`src/rtl/scl_clkgen_pkg.sv`:
```
package scl_clkgen_pkg;
  typedef enum logic [2:0] {
    PH_IDLE = 3'd0,
    PH_LSET = 3'd1,
    PH_LCNT = 3'd2,
    PH_HSET = 3'd3,
    PH_HCNT = 3'd4
  } phase_t;
endpackage

```
`src/rtl/scl_in_sync.sv`:
```
module scl_in_sync #(
  parameter int STAGES = 2
) (
  input  logic clk,
  input  logic rst_n,
  input  logic d_async,
  output logic d_sync
);
  logic [STAGES-1:0] chain;

  always_ff @(posedge clk or negedge rst_n) begin
    if (!rst_n) chain <= '1;
    else        chain <= {chain[STAGES-2:0], d_async};
  end

  assign d_sync = chain[STAGES-1];
endmodule

```
`src/rtl/scl_opclk_presc.sv`:
```
module scl_opclk_presc (
  input  logic clk,
  input  logic rst_n,
  input  logic run,
  input  logic div2,
  output logic tick
);
  logic tog;

  always_ff @(posedge clk or negedge rst_n) begin
    if (!rst_n)   tog <= 1'b0;
    else if (run) tog <= ~tog;
    else          tog <= 1'b0;
  end

  assign tick = div2 ? tog : 1'b1;

  // in the halved setting, ticks alternate while counting continues
  assert_div2_alternate_R4: assert property (@(posedge clk) disable iff (!rst_n)
    (run && div2 && $past(run) && $past(div2)) |-> (tick != $past(tick)));
endmodule

```
`src/rtl/scl_phase_ctl.sv`:
```
module scl_phase_ctl
  import scl_clkgen_pkg::*;
#(
  parameter int CW = 8
) (
  input  logic          clk,
  input  logic          rst_n,
  input  logic          enable,
  input  logic          tick,
  input  logic          scl_s,
  input  logic [CW-1:0] low_cnt,
  input  logic [CW-1:0] high_cnt,
  output logic          scl_oe,
  output logic          low_start,
  output logic          high_start,
  output logic          run
);
  function automatic logic [CW-1:0] eff_count(input logic [CW-1:0] c);
    return (c == '0) ? CW'(1) : c;
  endfunction

  phase_t        state;
  logic [CW-1:0] cnt;
  logic [CW-1:0] lim_l, lim_h;
  logic          line_low_seen, line_high_seen, low_done, high_done;

  assign lim_l          = eff_count(low_cnt);
  assign lim_h          = eff_count(high_cnt);
  assign line_low_seen  = (state == PH_LSET) && !scl_s;
  assign line_high_seen = (state == PH_HSET) && scl_s;
  assign low_done       = (state == PH_LCNT) && tick && (cnt == lim_l - CW'(1));
  assign high_done      = (state == PH_HCNT) && tick && (cnt == lim_h - CW'(1));
  assign run            = (state == PH_LCNT) || (state == PH_HCNT);
  assign scl_oe         = (state == PH_LSET) || (state == PH_LCNT);

  always_ff @(posedge clk or negedge rst_n) begin
    if (!rst_n) begin
      state      <= PH_IDLE;
      cnt        <= '0;
      low_start  <= 1'b0;
      high_start <= 1'b0;
    end else if (!enable) begin
      state      <= PH_IDLE;
      cnt        <= '0;
      low_start  <= 1'b0;
      high_start <= 1'b0;
    end else begin
      low_start  <= 1'b0;
      high_start <= 1'b0;
      unique case (state)
        PH_IDLE: begin
          state     <= PH_LSET;
          low_start <= 1'b1;
        end
        PH_LSET: if (line_low_seen) begin
          state <= PH_LCNT;
          cnt   <= '0;
        end
        PH_LCNT: if (low_done) begin
          state      <= PH_HSET;
          high_start <= 1'b1;
        end else if (tick) begin
          cnt <= cnt + CW'(1);
        end
        PH_HSET: if (line_high_seen) begin
          state <= PH_HCNT;
          cnt   <= '0;
        end
        PH_HCNT: if (high_done) begin
          state     <= PH_LSET;
          low_start <= 1'b1;
        end else if (tick) begin
          cnt <= cnt + CW'(1);
        end
        default: state <= PH_IDLE;
      endcase
    end
  end

  assert_strobe_excl_R7: assert property (@(posedge clk) disable iff (!rst_n)
    !(low_start && high_start));
  assert_low_strobe_drives_R7: assert property (@(posedge clk) disable iff (!rst_n)
    low_start |-> scl_oe);
  assert_high_strobe_releases_R7: assert property (@(posedge clk) disable iff (!rst_n)
    high_start |-> !scl_oe);
  assert_release_on_disable_R8: assert property (@(posedge clk) disable iff (!rst_n)
    !enable |=> (!scl_oe && !low_start && !high_start));
  assert_enable_starts_low_R9: assert property (@(posedge clk) disable iff (!rst_n)
    $rose(enable) |=> (low_start && scl_oe));
  assert_cnt_in_range_R2: assert property (@(posedge clk) disable iff (!rst_n)
    (state == PH_LCNT) |-> (cnt < lim_l));
  assert_cnt_in_range_R3: assert property (@(posedge clk) disable iff (!rst_n)
    (state == PH_HCNT) |-> (cnt < lim_h));
  assert_stretch_holds_R6: assert property (@(posedge clk) disable iff (!rst_n)
    ((state == PH_HSET) && !scl_s) |=> (state == PH_HSET || state == PH_IDLE));
endmodule

```
`src/rtl/scl_clkgen.sv`:
```
module scl_clkgen #(
  parameter int CW          = 8,
  parameter int SYNC_STAGES = 2
) (
  input  logic          clk,
  input  logic          rst_n,
  input  logic          enable,
  input  logic          presc_div2,
  input  logic [CW-1:0] low_cnt,
  input  logic [CW-1:0] high_cnt,
  input  logic          scl_in,
  output logic          scl_oe,
  output logic          low_start,
  output logic          high_start
);
  logic scl_s, op_tick, count_run;

  scl_in_sync #(.STAGES(SYNC_STAGES)) u_sync (
    .clk(clk), .rst_n(rst_n), .d_async(scl_in), .d_sync(scl_s)
  );

  scl_opclk_presc u_presc (
    .clk(clk), .rst_n(rst_n), .run(count_run), .div2(presc_div2), .tick(op_tick)
  );

  scl_phase_ctl #(.CW(CW)) u_ctl (
    .clk(clk), .rst_n(rst_n), .enable(enable), .tick(op_tick), .scl_s(scl_s),
    .low_cnt(low_cnt), .high_cnt(high_cnt), .scl_oe(scl_oe),
    .low_start(low_start), .high_start(high_start), .run(count_run)
  );

  // nothing is driven while disabled
  assert_idle_quiet_R1: assert property (@(posedge clk) disable iff (!rst_n)
    ($past(!enable)) |-> (!scl_oe && !low_start && !high_start));
endmodule

```
`config.mk`:
```
export PLATFORM = sky130hd
export DESIGN_NAME = scl_clkgen
export DESIGN_NICKNAME = d
export VERILOG_FILES = /design/src/rtl/scl_clkgen_pkg.sv /design/src/rtl/scl_in_sync.sv /design/src/rtl/scl_opclk_presc.sv /design/src/rtl/scl_phase_ctl.sv /design/src/rtl/scl_clkgen.sv
export SDC_FILE = /design/constraint.sdc
export NUM_CORES = 1
export LEC_CHECK = 0
export ABC_AREA = 1
export ABC_CLOCK_PERIOD_IN_PS = 2440
export CORE_MARGIN = 4
export CORE_UTILIZATION = 50
export CTS_CLUSTER_DIAMETER = 200
export DETAILED_ROUTE_END_ITERATION = 16
export DONT_BUFFER_PORTS = 1
export MAX_ROUTING_LAYER = met4
export PLACE_DENSITY = 0.69
export SETUP_SLACK_MARGIN = 0.2
export SLEW_MARGIN = 30
export SYNTH_ARGS = -nofsm -noshare
export SYNTH_HDL_FRONTEND = slang
export SYNTH_SLANG_ARGS = --single-unit
```
`constraint.sdc`:
```
create_clock -name clk -period 2.44 [get_ports clk]
set_input_delay 0.122 -clock clk [delete_from_list [all_inputs] [get_ports clk]]
set_output_delay 0.122 -clock clk [all_outputs]
set_load 0.02 [all_outputs]
```
==> results.txt, run 1 <==
outcome - completed
height of the chip - 67.1 um
Num CTS Buffers - 3
number of design-rule violations left by the first detailed-router iteration - 110
initial antenna violation count - 0
clock latency reported for the late side of the worst-skew pair - 0.29 ns
Storage cell area - 403 sq um
count of antenna-violating nets left after detailed routing - 0
number of filler cells placed in the layout - 361
global placement routability congestion - 0.896
mapped cell area - 0.00174 sq mm
net total in the final layout - 310
post-placement setup slack - 0.236 ns
Least-Margin Pin Slew - 0.705 ns
full die area - 0.00450 sq mm
sequential fraction of the synthesis area - 23.1%
number of endpoints failing setup at the final stage - 0
CTS Sinks - 16
hold crit path type - primary input to flop
total congestion overflow - 0
kind of end point of the critical path - flop
Largest delay share family, worst path - simple AND/OR/NAND/NOR gates
most used cell, CP - sky130_fd_sc_hd__nand2_1
Max Transition Viols Final - 0
cell with the largest stage delay on the worst path - sky130_fd_sc_hd__ha_1
TNS Setup - 0 ns
maximum clock path buffer count - 2
worst supply voltage drop on vdd - 0.531 mV
total of warnings raised by yosys - 0
wire length per cell after detailed routing - 12.1 um
number of levels the H-tree was split into - 1
setup slack of the most critical reg-to-reg path - 0.68 ns
average cell area after synthesis - 6.21 sq um
Post CTS Setup Buffer Count - 0
cell row count - 21
clock transition at the register clock pins on the worst setup and hold paths after CTS - 0.10 ns
top-area cell type share of the netlist area - 20.1%
leakage dissipation - 1.00 nW
overall power consumption - 0.909 mW
max incr delay on CP - 0.30 ns
TritonCTS clock tree - yes
first-pass iteration count of the detailed router - 4
final worst slack - 0.527 ns
classification of the worst setup path - primary input to flop
combined area of the multi-input logic cells - 0.00115 sq mm
Synth area leaders - sky130_fd_sc_hd__dfrtp_1, sky130_fd_sc_hd__nand2_1, sky130_fd_sc_hd__inv_1
count of cell types in the netlist - 32
Crit path arrival time - 2.14 ns
GRT Util Overall - 20.5%
root buf cell - sky130_fd_sc_hd__clkbuf_4
required time of the worst setup path - 2.66 ns
pin count of the biggest net entering global routing - 17
area added between synthesis and finish - 6.31%
maxcap violations - 0
post-route minimum period - 1.91 ns
post-synthesis cell type with the largest combined area - sky130_fd_sc_hd__dfrtp_1
DRC viols - 0
number of cells produced by synthesis - 281
number of vias per cell - 5.13
ordered list of cells on the worst path - nor2_2 > nand4_2 > nand2_1 > inv_1 > ha_1 > nand2_1 > inv_1 > nor2_1 > nand3b_4 > nor2_2 > nand2_1 > nor2_2 > nand4_4 > nand3_4 > nand2_1 > nand2_1
via count of the first global-routing pass - 1557
CP Launch Type - primary input
critical path buffer and inverter count - 2
clk_skew - 0.00901 ns
Ports - 24
x dimension of the die - 67.1 um
synthesized flop and latch total - 16
DP Wirelength - 3290 um
wire length of the first global-routing pass - 6910 um
RSZ-0062 raised after global routing - no
via count - 1698
PwrDens - 490 mW/mm^2
Slew HR - 52.9%
effective utilization at floorplan - 51.9%
net count after synthesis - 305
crit share post-route - 78.4%
share of post-route cells with drive strength above 1 - 13.3%
area inside the core boundary - 0.00336 sq mm
maximum fanout encountered on the critical timing path - 9
count of buffers inserted at the top-level ports - 0
Max Clk Rate - 0.523 GHz
Diodes inserted - 0
total wirelength of the detailed-routed design - 4020 um
Fin. Hold Viols - 0
-- path summary, 6_finish.rpt --
check,to,startpoint,cells after the start
worst max-delay path,u_ctl.cnt[0]$_DFFE_PN0P_,high_cnt[3],16
worst min-delay path,u_ctl.cnt[1]$_DFFE_PN0P_,enable,4
worst max register to register,u_ctl.cnt[6]$_DFFE_PN0P_,u_ctl.cnt[0]$_DFFE_PN0P_,10
worst min register to register,u_sync.chain[1]$_DFF_PN1_,u_sync.chain[0]$_DFF_PN1_,0
max in group asynchronous,u_ctl.cnt[6]$_DFFE_PN0P_,rst_n,1
min in group asynchronous,u_ctl.high_start$_DFF_PN0_,rst_n,1
-- cell usage in the layout (no fill, tap or decap) --
cell type,n
sky130_fd_sc_hd__o21ai_0,3
sky130_fd_sc_hd__clkbuf_4,3
sky130_fd_sc_hd__a21oi_1,3
sky130_fd_sc_hd__nor3_4,1
sky130_fd_sc_hd__nor2_1,31
sky130_fd_sc_hd__nand3_4,1
sky130_fd_sc_hd__inv_2,7
sky130_fd_sc_hd__nand3_1,27
sky130_fd_sc_hd__o211ai_1,1
sky130_fd_sc_hd__nand4_4,2
sky130_fd_sc_hd__nand4_1,15
sky130_fd_sc_hd__dfrtp_1,14
sky130_fd_sc_hd__nor3_1,5
sky130_fd_sc_hd__dlygate4sd3_1,3
sky130_fd_sc_hd__a21oi_2,1
sky130_fd_sc_hd__nand3b_4,1
sky130_fd_sc_hd__nand3_2,1
sky130_fd_sc_hd__nand2_4,1
sky130_fd_sc_hd__nand3b_1,3
sky130_fd_sc_hd__nor2_4,3
sky130_fd_sc_hd__dfstp_2,2
sky130_fd_sc_hd__nand4_2,1
sky130_fd_sc_hd__xnor2_1,4
sky130_fd_sc_hd__a211oi_1,1
sky130_fd_sc_hd__xor2_1,5
sky130_fd_sc_hd__nor2_2,9
sky130_fd_sc_hd__o21ai_1,1
sky130_fd_sc_hd__nor4_1,3
sky130_fd_sc_hd__nand2_2,4
sky130_fd_sc_hd__ha_1,3
sky130_fd_sc_hd__clkbuf_8,1
sky130_fd_sc_hd__nand2_1,86
sky130_fd_sc_hd__inv_1,39
-- per-stage QoR --
step / hold WS, ns / std cells / instance area (sq um) / util, %
after CTS: 0.130 / 331 / 1850 / 55.1
after global placement: -0.173 / 324 / 1790 / 53.2
after floorplan: -0.174 / 281 / 1740 / -
after global routing: 0.162 / 331 / 1850 / 55.1
after detailed placement: -0.173 / 324 / 1790 / 53.2
final: 0.147 / 331 / 1850 / 55.1
-- registers in the layout (all words and copies together) (netlist names) --
name and count:
u_presc.tog 1, u_ctl.high_start 1, u_ctl.low_start 1, u_ctl.cnt 8
u_ctl.state 3, u_sync.chain 2
-- worst min-delay path, cell delays in order --
cell	delay, ns
sky130_fd_sc_hd__nand2_1	0.10
sky130_fd_sc_hd__nor2_1	0.05
sky130_fd_sc_hd__nand4_1	0.07
sky130_fd_sc_hd__nand2_1	0.06
-- Yosys cell counts --
master,number
sky130_fd_sc_hd__xnor2_1,4
sky130_fd_sc_hd__dfstp_2,2
sky130_fd_sc_hd__nand4_2,1
sky130_fd_sc_hd__buf_2,2
sky130_fd_sc_hd__nand2_2,4
sky130_fd_sc_hd__nand3_1,27
sky130_fd_sc_hd__nor2_4,3
sky130_fd_sc_hd__o21ai_1,1
sky130_fd_sc_hd__nand3b_1,3
sky130_fd_sc_hd__nor2_1,31
sky130_fd_sc_hd__nor4_1,3
sky130_fd_sc_hd__inv_1,39
sky130_fd_sc_hd__clkbuf_1,1
sky130_fd_sc_hd__dfrtp_1,14
sky130_fd_sc_hd__inv_2,7
sky130_fd_sc_hd__a211oi_1,1
sky130_fd_sc_hd__nor2_2,9
sky130_fd_sc_hd__nand2_4,1
sky130_fd_sc_hd__o211ai_1,1
sky130_fd_sc_hd__a21oi_2,1
sky130_fd_sc_hd__nor3_4,1
sky130_fd_sc_hd__nand3_4,1
sky130_fd_sc_hd__o21ai_0,3
sky130_fd_sc_hd__nand2_1,86
sky130_fd_sc_hd__nand4_4,2
sky130_fd_sc_hd__nand4_1,15
sky130_fd_sc_hd__ha_1,3
sky130_fd_sc_hd__a21oi_1,3
sky130_fd_sc_hd__nor3_1,5
sky130_fd_sc_hd__nand3b_4,1
sky130_fd_sc_hd__xor2_1,5
sky130_fd_sc_hd__nand3_2,1
-- final cells by class --
type                    instances  share of cell area (%)
multi-input cells             216                    62.3
flip-flops and latches         16                    21.7
inverters                      46                    9.31
well taps                      46                    3.10
clock buffers                   4                    1.96
repair buffers                  3                    1.62
-- power breakdown --
part	total, mW	leakage (nW)	switching (mW)	internal [mW]
Sequential	0.354	0.212	0.0514	0.303
Combinational	0.379	0.767	0.258	0.122
Clock	0.175	0.0210	0.0845	0.0908
Total	0.909	1.00	0.394	0.515
-- metal layers --
layer	GRT usage, %	vias up	wire length [um]
met4	4.30	0	27
met3	3.37	4	250
met5	-	-	0
li1	-	909	-
met2	30.6	44	1770
met1	29.1	741	1960
-- cells by family (layout without fill, tap and decap cells) --
family	after synthesis	after routing	share of synthesized area (%)
AO/OA/AOI/OAI	10	10	3.37
XOR/XNOR	9	9	4.52
adder cells (fa/ha/maj)	3	3	2.15
buffers and inverters	49	53	10.7
flip-flops	16	16	23.1
AND/OR/NAND/NOR	194	194	56.2
-- repair_timing --
action	in CTS	in global routing
resized for setup	0	0
hold buffers	3	0
hold endpoints to repair	20	0
(Power assumes the default switching activity.)
==> run 2, diff against run 1 <==
ABC_CLOCK_PERIOD_IN_PS = 1800   (was 2440)
clock period = 1.8 ns   (was 2.44 ns; I/O delays follow)
==> results.txt, run 2 (synthesized netlist as in run 1, its figures left out) <==
outcome - completed
share of post-route cells with drive strength above 1 - 31.7% (+18 points)
cell row count - 21 (unchanged)
GR Util met1 - 29.2% (+0.043 points)
Num CTS Buffers - 3 (unchanged)
RSZ-0062 raised after global routing - yes
number of filler cells placed in the layout - 329 (-8.9%)
CTS Sinks - 16 (unchanged)
max reg flops - 8 (unchanged)
clk_skew - 0.00142 ns (-0.00759 ns)
required time of the worst setup path - 1.99 ns (-0.67 ns)
Reg2Reg Launch Point - u_ctl.state[0]$_DFFE_PN0P_
combined area of the multi-input logic cells - 0.00130 sq mm (+12%)
most used cell, CP - sky130_fd_sc_hd__nand2_2
via count of the first global-routing pass - 1796 (+15%)
count of placed standard cells including taps - 343 (+5.9%)
net switching power of the design - 0.603 mW (+53%)
maximum clock path buffer count - 2 (unchanged)
effective utilization at floorplan - 51.9% (unchanged)
GRT Util Overall - 22.4% (+1.9 points)
leakage dissipation - 1.15 nW (+15%)
DRC viols - 0 (unchanged)
full die area - 0.00450 sq mm (unchanged)
largest reg by FF count - u_ctl.cnt
via count - 1851 (+9.0%)
Area after DPL - 0.00200 sq mm (+12%)
post-route minimum period - 1.68 ns
Storage cell area - 410 sq um (+1.9%)
max incr delay on CP - 0.42 ns (+0.12 ns)
clock latency reported for the late side of the worst-skew pair - 0.29 ns (about the same)
ordered list of cells on the worst path - nor2_2 > nand2_2 > nand3b_4 > nand3b_1 > nor2_1 > nand3_1 > nand2_2 > buf_4 > o21ai_1
most common library cell in the layout ignoring fill and taps - sky130_fd_sc_hd__nand2_1
hold crit path type - primary input to flop
design internal power - 0.823 mW (+60%)
critical path capture point - u_ctl.state[2]$_DFFE_PN0P_
Max Transition Viols Final - 0 (unchanged)
global placement routability congestion - 0.924 (+3.1%)
initial antenna violation count - 0 (unchanged)
DP Wirelength - 3470 um (+5.6%)
CP Launch Point - u_ctl.state[0]$_DFFE_PN0P_
count of antenna-violating nets left after detailed routing - 0 (unchanged)
wire length of the first global-routing pass - 7670 um (+11%)
worst supply voltage drop on vdd - 0.571 mV (+7.6%)
CP Launch Type - flop
PwrDens - 641 mW/mm^2 (+31%)
leading registers by flop count - u_ctl.cnt x8, u_ctl.state x3, u_sync.chain x2
first-pass iteration count of the detailed router - 4 (unchanged)
Ports - 24 (unchanged)
count of buffers inserted at the top-level ports - 0 (unchanged)
pin count of the biggest net entering global routing - 17 (unchanged)
total congestion overflow - 0 (unchanged)
critical path buffer and inverter count - 1 (-1)
met2 usage in global routing - 36.9% (+6.4 points)
clock group share of total power - 17.3% (-2.0 points)
area inside the core boundary - 0.00336 sq mm (unchanged)
classification of the worst setup path - flop to flop
final design area excluding fillers - 0.00223 sq mm (+20%)
combinational power share - 49.4% (+7.7 points)
maximum fanout encountered on the critical timing path - 4 (-5)
root buf cell - sky130_fd_sc_hd__clkbuf_4
wire length per cell after detailed routing - 12.4 um (+2.3%)
number of levels the H-tree was split into - 1 (unchanged)
most used routing layer in global routing - met2
share of total power consumed by net switching - 42.3% (-1.0 points)
Max Clk Rate - 0.596 GHz
Fin. Hold Viols - 0 (unchanged)
kind of end point of the critical path - flop
number of design-rule violations left by the first detailed-router iteration - 108 (-1.8%)
met3 track utilization from global routing - 1.85% (-1.5 points)
setup slack of the most critical reg-to-reg path - 0.12 ns (-0.56 ns)
total wirelength of the detailed-routed design - 4480 um (+12%)
maxcap violations - 0 (unchanged)
number of endpoints failing setup at the final stage - 0 (unchanged)
Slew HR - 50.2% (-2.6 points)
number of cells on the worst reg-to-reg path - 9 (-1)
most frequent cells in the layout - sky130_fd_sc_hd__nand2_1, sky130_fd_sc_hd__inv_1, sky130_fd_sc_hd__buf_4, sky130_fd_sc_hd__nor2_1, sky130_fd_sc_hd__nand3_1
stages on the worst setup path - 9 (-7)
TritonCTS clock tree - yes
Diodes inserted - 0 (unchanged)
cell with the largest stage delay on the worst path - sky130_fd_sc_hd__dfrtp_1
Least-Margin Pin Slew - 0.744 ns (+0.0392 ns)
filler-free cell count of the finished design - 361 (+9.1%)
net total in the final layout - 340 (+9.7%)
Largest delay share family, worst path - simple AND/OR/NAND/NOR gates
clock transition at the register clock pins on the worst setup and hold paths after CTS - 0.10 ns (about the same)
height of the chip - 67.1 um (unchanged)
endpoint of the most critical register-to-register path - u_ctl.state[2]$_DFFE_PN0P_
crit share post-route - 93.2%
area added between synthesis and finish - 27.6%
x dimension of the die - 67.1 um (unchanged)
part of the total power dissipated in sequential elements - 33.2% (-5.8 points)
Crit path arrival time - 1.86 ns (-0.28 ns)
number of vias per cell - 5.13 (about the same)
==> run 2: what timing repair did <==
item                       4_1_cts  5_1_grt
pin swaps                       17        6
gates cloned                     1        0
resized for setup               13       10
setup endpoints to repair       12       13
buffers inserted                 3        7
hold buffers                     3        0
hold endpoints to repair        20        0
==> run 2: worst min-delay path by stage <==
stage               startpoint  cells past startpoint                        end  slack, ns
CTS                     enable                      3   u_ctl.cnt[2]$_DFFE_PN0P_       0.07
detailed placement       rst_n                      0  u_ctl.low_start$_DFF_PN0_      -0.21
floorplan                rst_n                      0   u_ctl.cnt[0]$_DFFE_PN0P_      -0.21
finish                  enable                      3   u_ctl.cnt[2]$_DFFE_PN0P_       0.07
global route            enable                      3   u_ctl.cnt[2]$_DFFE_PN0P_       0.08
global placement         rst_n                      0  u_ctl.low_start$_DFF_PN0_      -0.21
==> run 2: area by class of cell <==
type / count / area share, %
clock buffer: 4 / 1.63
inverter: 46 / 7.87
multi-input combinational: 217 / 58.3
sequential: 16 / 18.4
tap: 46 / 2.59
timing repair buffer: 32 / 11.1
==> run 2: metrics by stage <==
stage	power [mW]	util (%)	hold slack (ns)	worst slack (ns)	TNS, ns
3_3_place_gp	1.05	59.4	-0.205	-0.121	-0.636
5_1_grt	1.52	66.2	0.0845	-0.0143	-0.0143
2_1_floorplan	0.913	-	-0.206	0.0299	0
4_1_cts	1.36	63.5	0.0703	0.155	0
6_report	1.43	66.2	0.0685	0.123	0
3_5_place_dp	1.05	59.4	-0.205	-0.136	-0.886
==> run 2: power by group through the flow <==
stage / Sequential (mW) / Combinational [mW] / Clock, mW
6_report: 0.474 / 0.705 / 0.247
2_1_floorplan: 0.471 / 0.442 / 0
3_5_place_dp: 0.486 / 0.565 / 0
5_1_grt: 0.479 / 0.784 / 0.255
3_3_place_gp: 0.487 / 0.559 / 0
4_1_cts: 0.480 / 0.630 / 0.246
==> run 2: worst register-to-register path: cells and delay by family, from the launching register on <==
kind | cells | cell delay [ns]
and+or+nand+nor | 7 | 0.98
AOI/OAI and AO/OA | 1 | 0.05
buffers and inverters | 1 | 0.12
DFF | 1 | 0.42
==> run 2: per-layer routing <==
layer	vias up	share of wire, %
met3	5	4.5
li1	969	-
met4	0	0.94
met1	835	47
met2	42	48
met5	-	0
==> run 3, diff against run 2 <==
SYNTH_HIERARCHICAL = 1   (was not set)
==> results.txt, run 3 <==
async set or reset register ratio after synthesis - 100% (unchanged)
height of the chip - 64.8 um (-3.3%)
Max Transition Viols Final - 0 (unchanged)
root buf cell - sky130_fd_sc_hd__clkbuf_4
number of cells produced by synthesis - 271 (-3.6%)
TNS Setup - 0 ns (unchanged)
count of cell types in the netlist - 32 (unchanged)
Simple-Gate Fraction of Synth Area - 46.6% (-9.6 points)
most used cell, CP - sky130_fd_sc_hd__nand2_1
Hold WS - 0.0814 ns (+0.0129 ns)
net total in the final layout - 317 (-6.8%)
effective utilization at floorplan - 52.4% (+0.58 points)
number of levels the H-tree was split into - 1 (unchanged)
wire length of the first global-routing pass - 7000 um (-8.6%)
DP Wirelength - 3030 um (-13%)
kind of end point of the critical path - flop
full die area - 0.00420 sq mm (-6.6%)
post-synthesis compound-gate area fraction - 7.29% (+3.9 points)
maximum clock path buffer count - 2 (unchanged)
maxcap violations - 0 (unchanged)
main flop type after synthesis - sky130_fd_sc_hd__dfrtp_1
max incr delay on CP - 0.48 ns (+0.06 ns)
Hold Path Stages - 3 (unchanged)
number of endpoints failing setup at the final stage - 0 (unchanged)
area inside the core boundary - 0.00308 sq mm (-8.5%)
pin count of the biggest net entering global routing - 17 (unchanged)
Num CTS Buffers - 3 (unchanged)
clock latency reported for the late side of the worst-skew pair - 0.29 ns (about the same)
required time of the worst setup path - 2.02 ns (+0.03 ns)
outcome - completed
most common library cell in the layout ignoring fill and taps - sky130_fd_sc_hd__nand2_1
clk_skew - 0.00491 ns (+0.00349 ns)
post-route minimum period - 1.73 ns (+0.0509 ns)
final worst slack - 0.0724 ns (-0.0509 ns)
Slew HR - 48.8% (-1.4 points)
PwrDens - 687 mW/mm^2 (+7.3%)
crit share post-route - 96.0% (+2.8 points)
Diodes inserted - 0 (unchanged)
Fin. Hold Viols - 0 (unchanged)
Synth area leaders - sky130_fd_sc_hd__dfrtp_1, sky130_fd_sc_hd__nand2_1, sky130_fd_sc_hd__nor2_1
dominant combinational cell family by area after synthesis - simple AND/OR/NAND/NOR gates
most common cell in the netlist - sky130_fd_sc_hd__nand2_1
net count after synthesis - 295 (-3.3%)
count of flip-flops with a built-in enable after synthesis - 0 (unchanged)
endpoint of the most critical register-to-register path - u_ctl/cnt[1]$_DFFE_PN0P_
count of buffers inserted at the top-level ports - 0 (unchanged)
worst hold endpoint - u_ctl/high_start$_DFF_PN0_
setup slack of the most critical reg-to-reg path - 0.07 ns (-0.05 ns)
count of antenna-violating nets left after detailed routing - 0 (unchanged)
final core utilization - 63.4% (-2.8 points)
Max Clk Rate - 0.579 GHz (-2.9%)
Ports - 24 (unchanged)
share of the synthesized netlist area taken by xor and xnor gates - 6.51% (+2.0 points)
CP Launch Type - flop
cell with the largest stage delay on the worst path - sky130_fd_sc_hd__dfrtp_1
share of post-route cells with drive strength above 1 - 22.6% (-9.1 points)
RSZ-0062 raised after global routing - yes
Crit path arrival time - 1.95 ns (+0.09 ns)
area added between synthesis and finish - 20.9%
number of cells on the worst reg-to-reg path - 9 (unchanged)
cell row count - 20 (-4.8%)
first-pass iteration count of the detailed router - 4 (unchanged)
TritonCTS clock tree - yes
mux cell area share after synthesis - 0% (unchanged)
post-placement setup slack - -0.126 ns (+0.00977 ns)
leakage dissipation - 0.979 nW (-15%)
filler-free cell count of the finished design - 336 (-6.9%)
via count - 1679 (-9.3%)
top-area cell type share of the netlist area - 21.7% (+1.6 points)
Reg2Reg Launch Point - u_ctl/cnt[7]$_DFFE_PN0P_
CTS Sinks - 16 (unchanged)
synthesized flop and latch total - 16 (unchanged)
post-synthesis cell type with the largest combined area - sky130_fd_sc_hd__dfrtp_1
clock transition at the register clock pins on the worst setup and hold paths after CTS - 0.10 ns (about the same)
Synth Area in Adders - 2.33% (+0.17 points)
number of design-rule violations left by the first detailed-router iteration - 108 (unchanged)
hold crit path type - primary input to flop
number of vias per cell - 5.00 (-2.5%)
maximum fanout encountered on the critical timing path - 8 (+4)
average cell area after synthesis - 5.96 sq um (-4.0%)
via count of the first global-routing pass - 1563 (-13%)
total congestion overflow - 0 (unchanged)
most frequent cells in the layout - sky130_fd_sc_hd__nand2_1, sky130_fd_sc_hd__inv_1, sky130_fd_sc_hd__nor2_1, sky130_fd_sc_hd__nand3_1, sky130_fd_sc_hd__buf_4
mapped cell area - 0.00161 sq mm (-7.5%)
Post-synth top cells - sky130_fd_sc_hd__nand2_1, sky130_fd_sc_hd__nor2_1, sky130_fd_sc_hd__inv_1
sequential fraction of the synthesis area - 25.0% (+1.9 points)
total wirelength of the detailed-routed design - 4020 um (-10%)
initial antenna violation count - 0 (unchanged)
leading registers by flop count - u_ctl/cnt x8, u_ctl/state x3, u_sync/chain x2
x dimension of the die - 64.8 um (-3.3%)
count of placed standard cells including taps - 325 (-5.2%)
max reg flops - 8 (unchanged)
Least-Margin Pin Slew - 0.766 ns (+0.0217 ns)
DRC viols - 0 (unchanged)
worst supply voltage drop on vdd - 0.565 mV (-1.0%)
GRT Util Overall - 21.8% (-0.65 points)
wire length per cell after detailed routing - 12.0 um (-3.5%)
total of warnings raised by yosys - 6 (+6)
global placement routability congestion - 0.892 (-3.5%)
start point of the worst hold path - enable
largest reg by FF count - u_ctl/cnt
classification of the worst setup path - flop to flop
ordered list of cells on the worst path - xnor2_1 > inv_1 > nand2_1 > nand2_1 > nor2_1 > nand4_1 > nand3_4 > nand2_1 > o21ai_1
run 3: cell types whose count changed in the layout (fill, tap and decap cells not counted), moves of 4 or more:
cell	delta
sky130_fd_sc_hd__nor2_4	-6
sky130_fd_sc_hd__nand2_1	+10
sky130_fd_sc_hd__nand2_2	-4
sky130_fd_sc_hd__o21ai_1	+8
sky130_fd_sc_hd__nand4_1	-11
sky130_fd_sc_hd__buf_4	-11
sky130_fd_sc_hd__nor2_1	+6
sky130_fd_sc_hd__inv_2	-4
run 3: metal layers:
metal	GRT usage, %	share of wire [%]	vias up	wire length [um]
met2	34.7	49	55	1960
met5	-	0	-	0
met3	2.60	5.7	2	230
li1	-	-	883	-
met1	28.8	45	739	1810
met4	6.86	0.52	0	21
run 3: cell families after synthesis:
family | count (synthesis)
buffers and inverters | 49
xor gates and xnor gates | 12
adders and majority gates | 3
DFF | 16
AOI/OAI and AO/OA | 20
and+or+nand+nor | 171
run 3: area by class of cell:
cell class / instances / area, sq um
timing repair buffer: 21 / 165
inverter: 44 / 183
sequential: 16 / 408
tap: 44 / 55.1
multi-input combinational: 207 / 1100
clock buffer: 4 / 36.3
fill: 311 / 1130
run 3: what timing repair did:
| item | CTS | global route |
|---|---|---|
| buffers inserted | 3 | 0 |
| cloned | 1 | 0 |
| hold endpoints to repair | 28 | 0 |
| setup endpoints to repair | 12 | 13 |
| gates resized for setup | 7 | 6 |
| pin swaps | 4 | 6 |
| hold buffers | 3 | 0 |
run 3: worst max path at each step:
stage / startpoint / to / slack (ns) / cells after the start
after CTS: u_ctl/cnt[4]$_DFFE_PN0P_ / u_ctl/cnt[1]$_DFFE_PN0P_ / 0.08 / 11
after global routing: u_ctl/cnt[4]$_DFFE_PN0P_ / u_ctl/cnt[5]$_DFFE_PN0P_ / -0.11 / 11
final: u_ctl/cnt[7]$_DFFE_PN0P_ / u_ctl/cnt[1]$_DFFE_PN0P_ / 0.07 / 9
after floorplan: low_cnt[2] / u_ctl/cnt[0]$_DFFE_PN0P_ / 0.03 / 15
after global placement: low_cnt[2] / u_ctl/cnt[1]$_DFFE_PN0P_ / -0.09 / 14
after detailed placement: high_cnt[1] / u_ctl/state[1]$_DFFE_PN0P_ / -0.13 / 19
run 3: power breakdown:
group / leakage (nW) / switching, mW / internal [mW] / total (mW)
Clock: 0.0210 / 0.118 / 0.123 / 0.241
Combinational: 0.753 / 0.392 / 0.231 / 0.624
Sequential: 0.206 / 0.0646 / 0.412 / 0.477
run 3: worst max-delay path: cells and delay by family (launching register included):
kind                   cells  cell delay, ns
flip-flops                 1            0.48
buffers and inverters      1            0.06
AO/OA/AOI/OAI              1            0.08
AND/OR/NAND/NOR            6            0.83
XOR/XNOR                   1            0.22
run 3: stage by stage:
step,cell area [sq um],power (mW)
floorplan,1680,0.923
global route,1950,1.45
global placement,1810,1.01
CTS,1940,1.35
detailed placement,1810,1.01
finish,1950,1.34
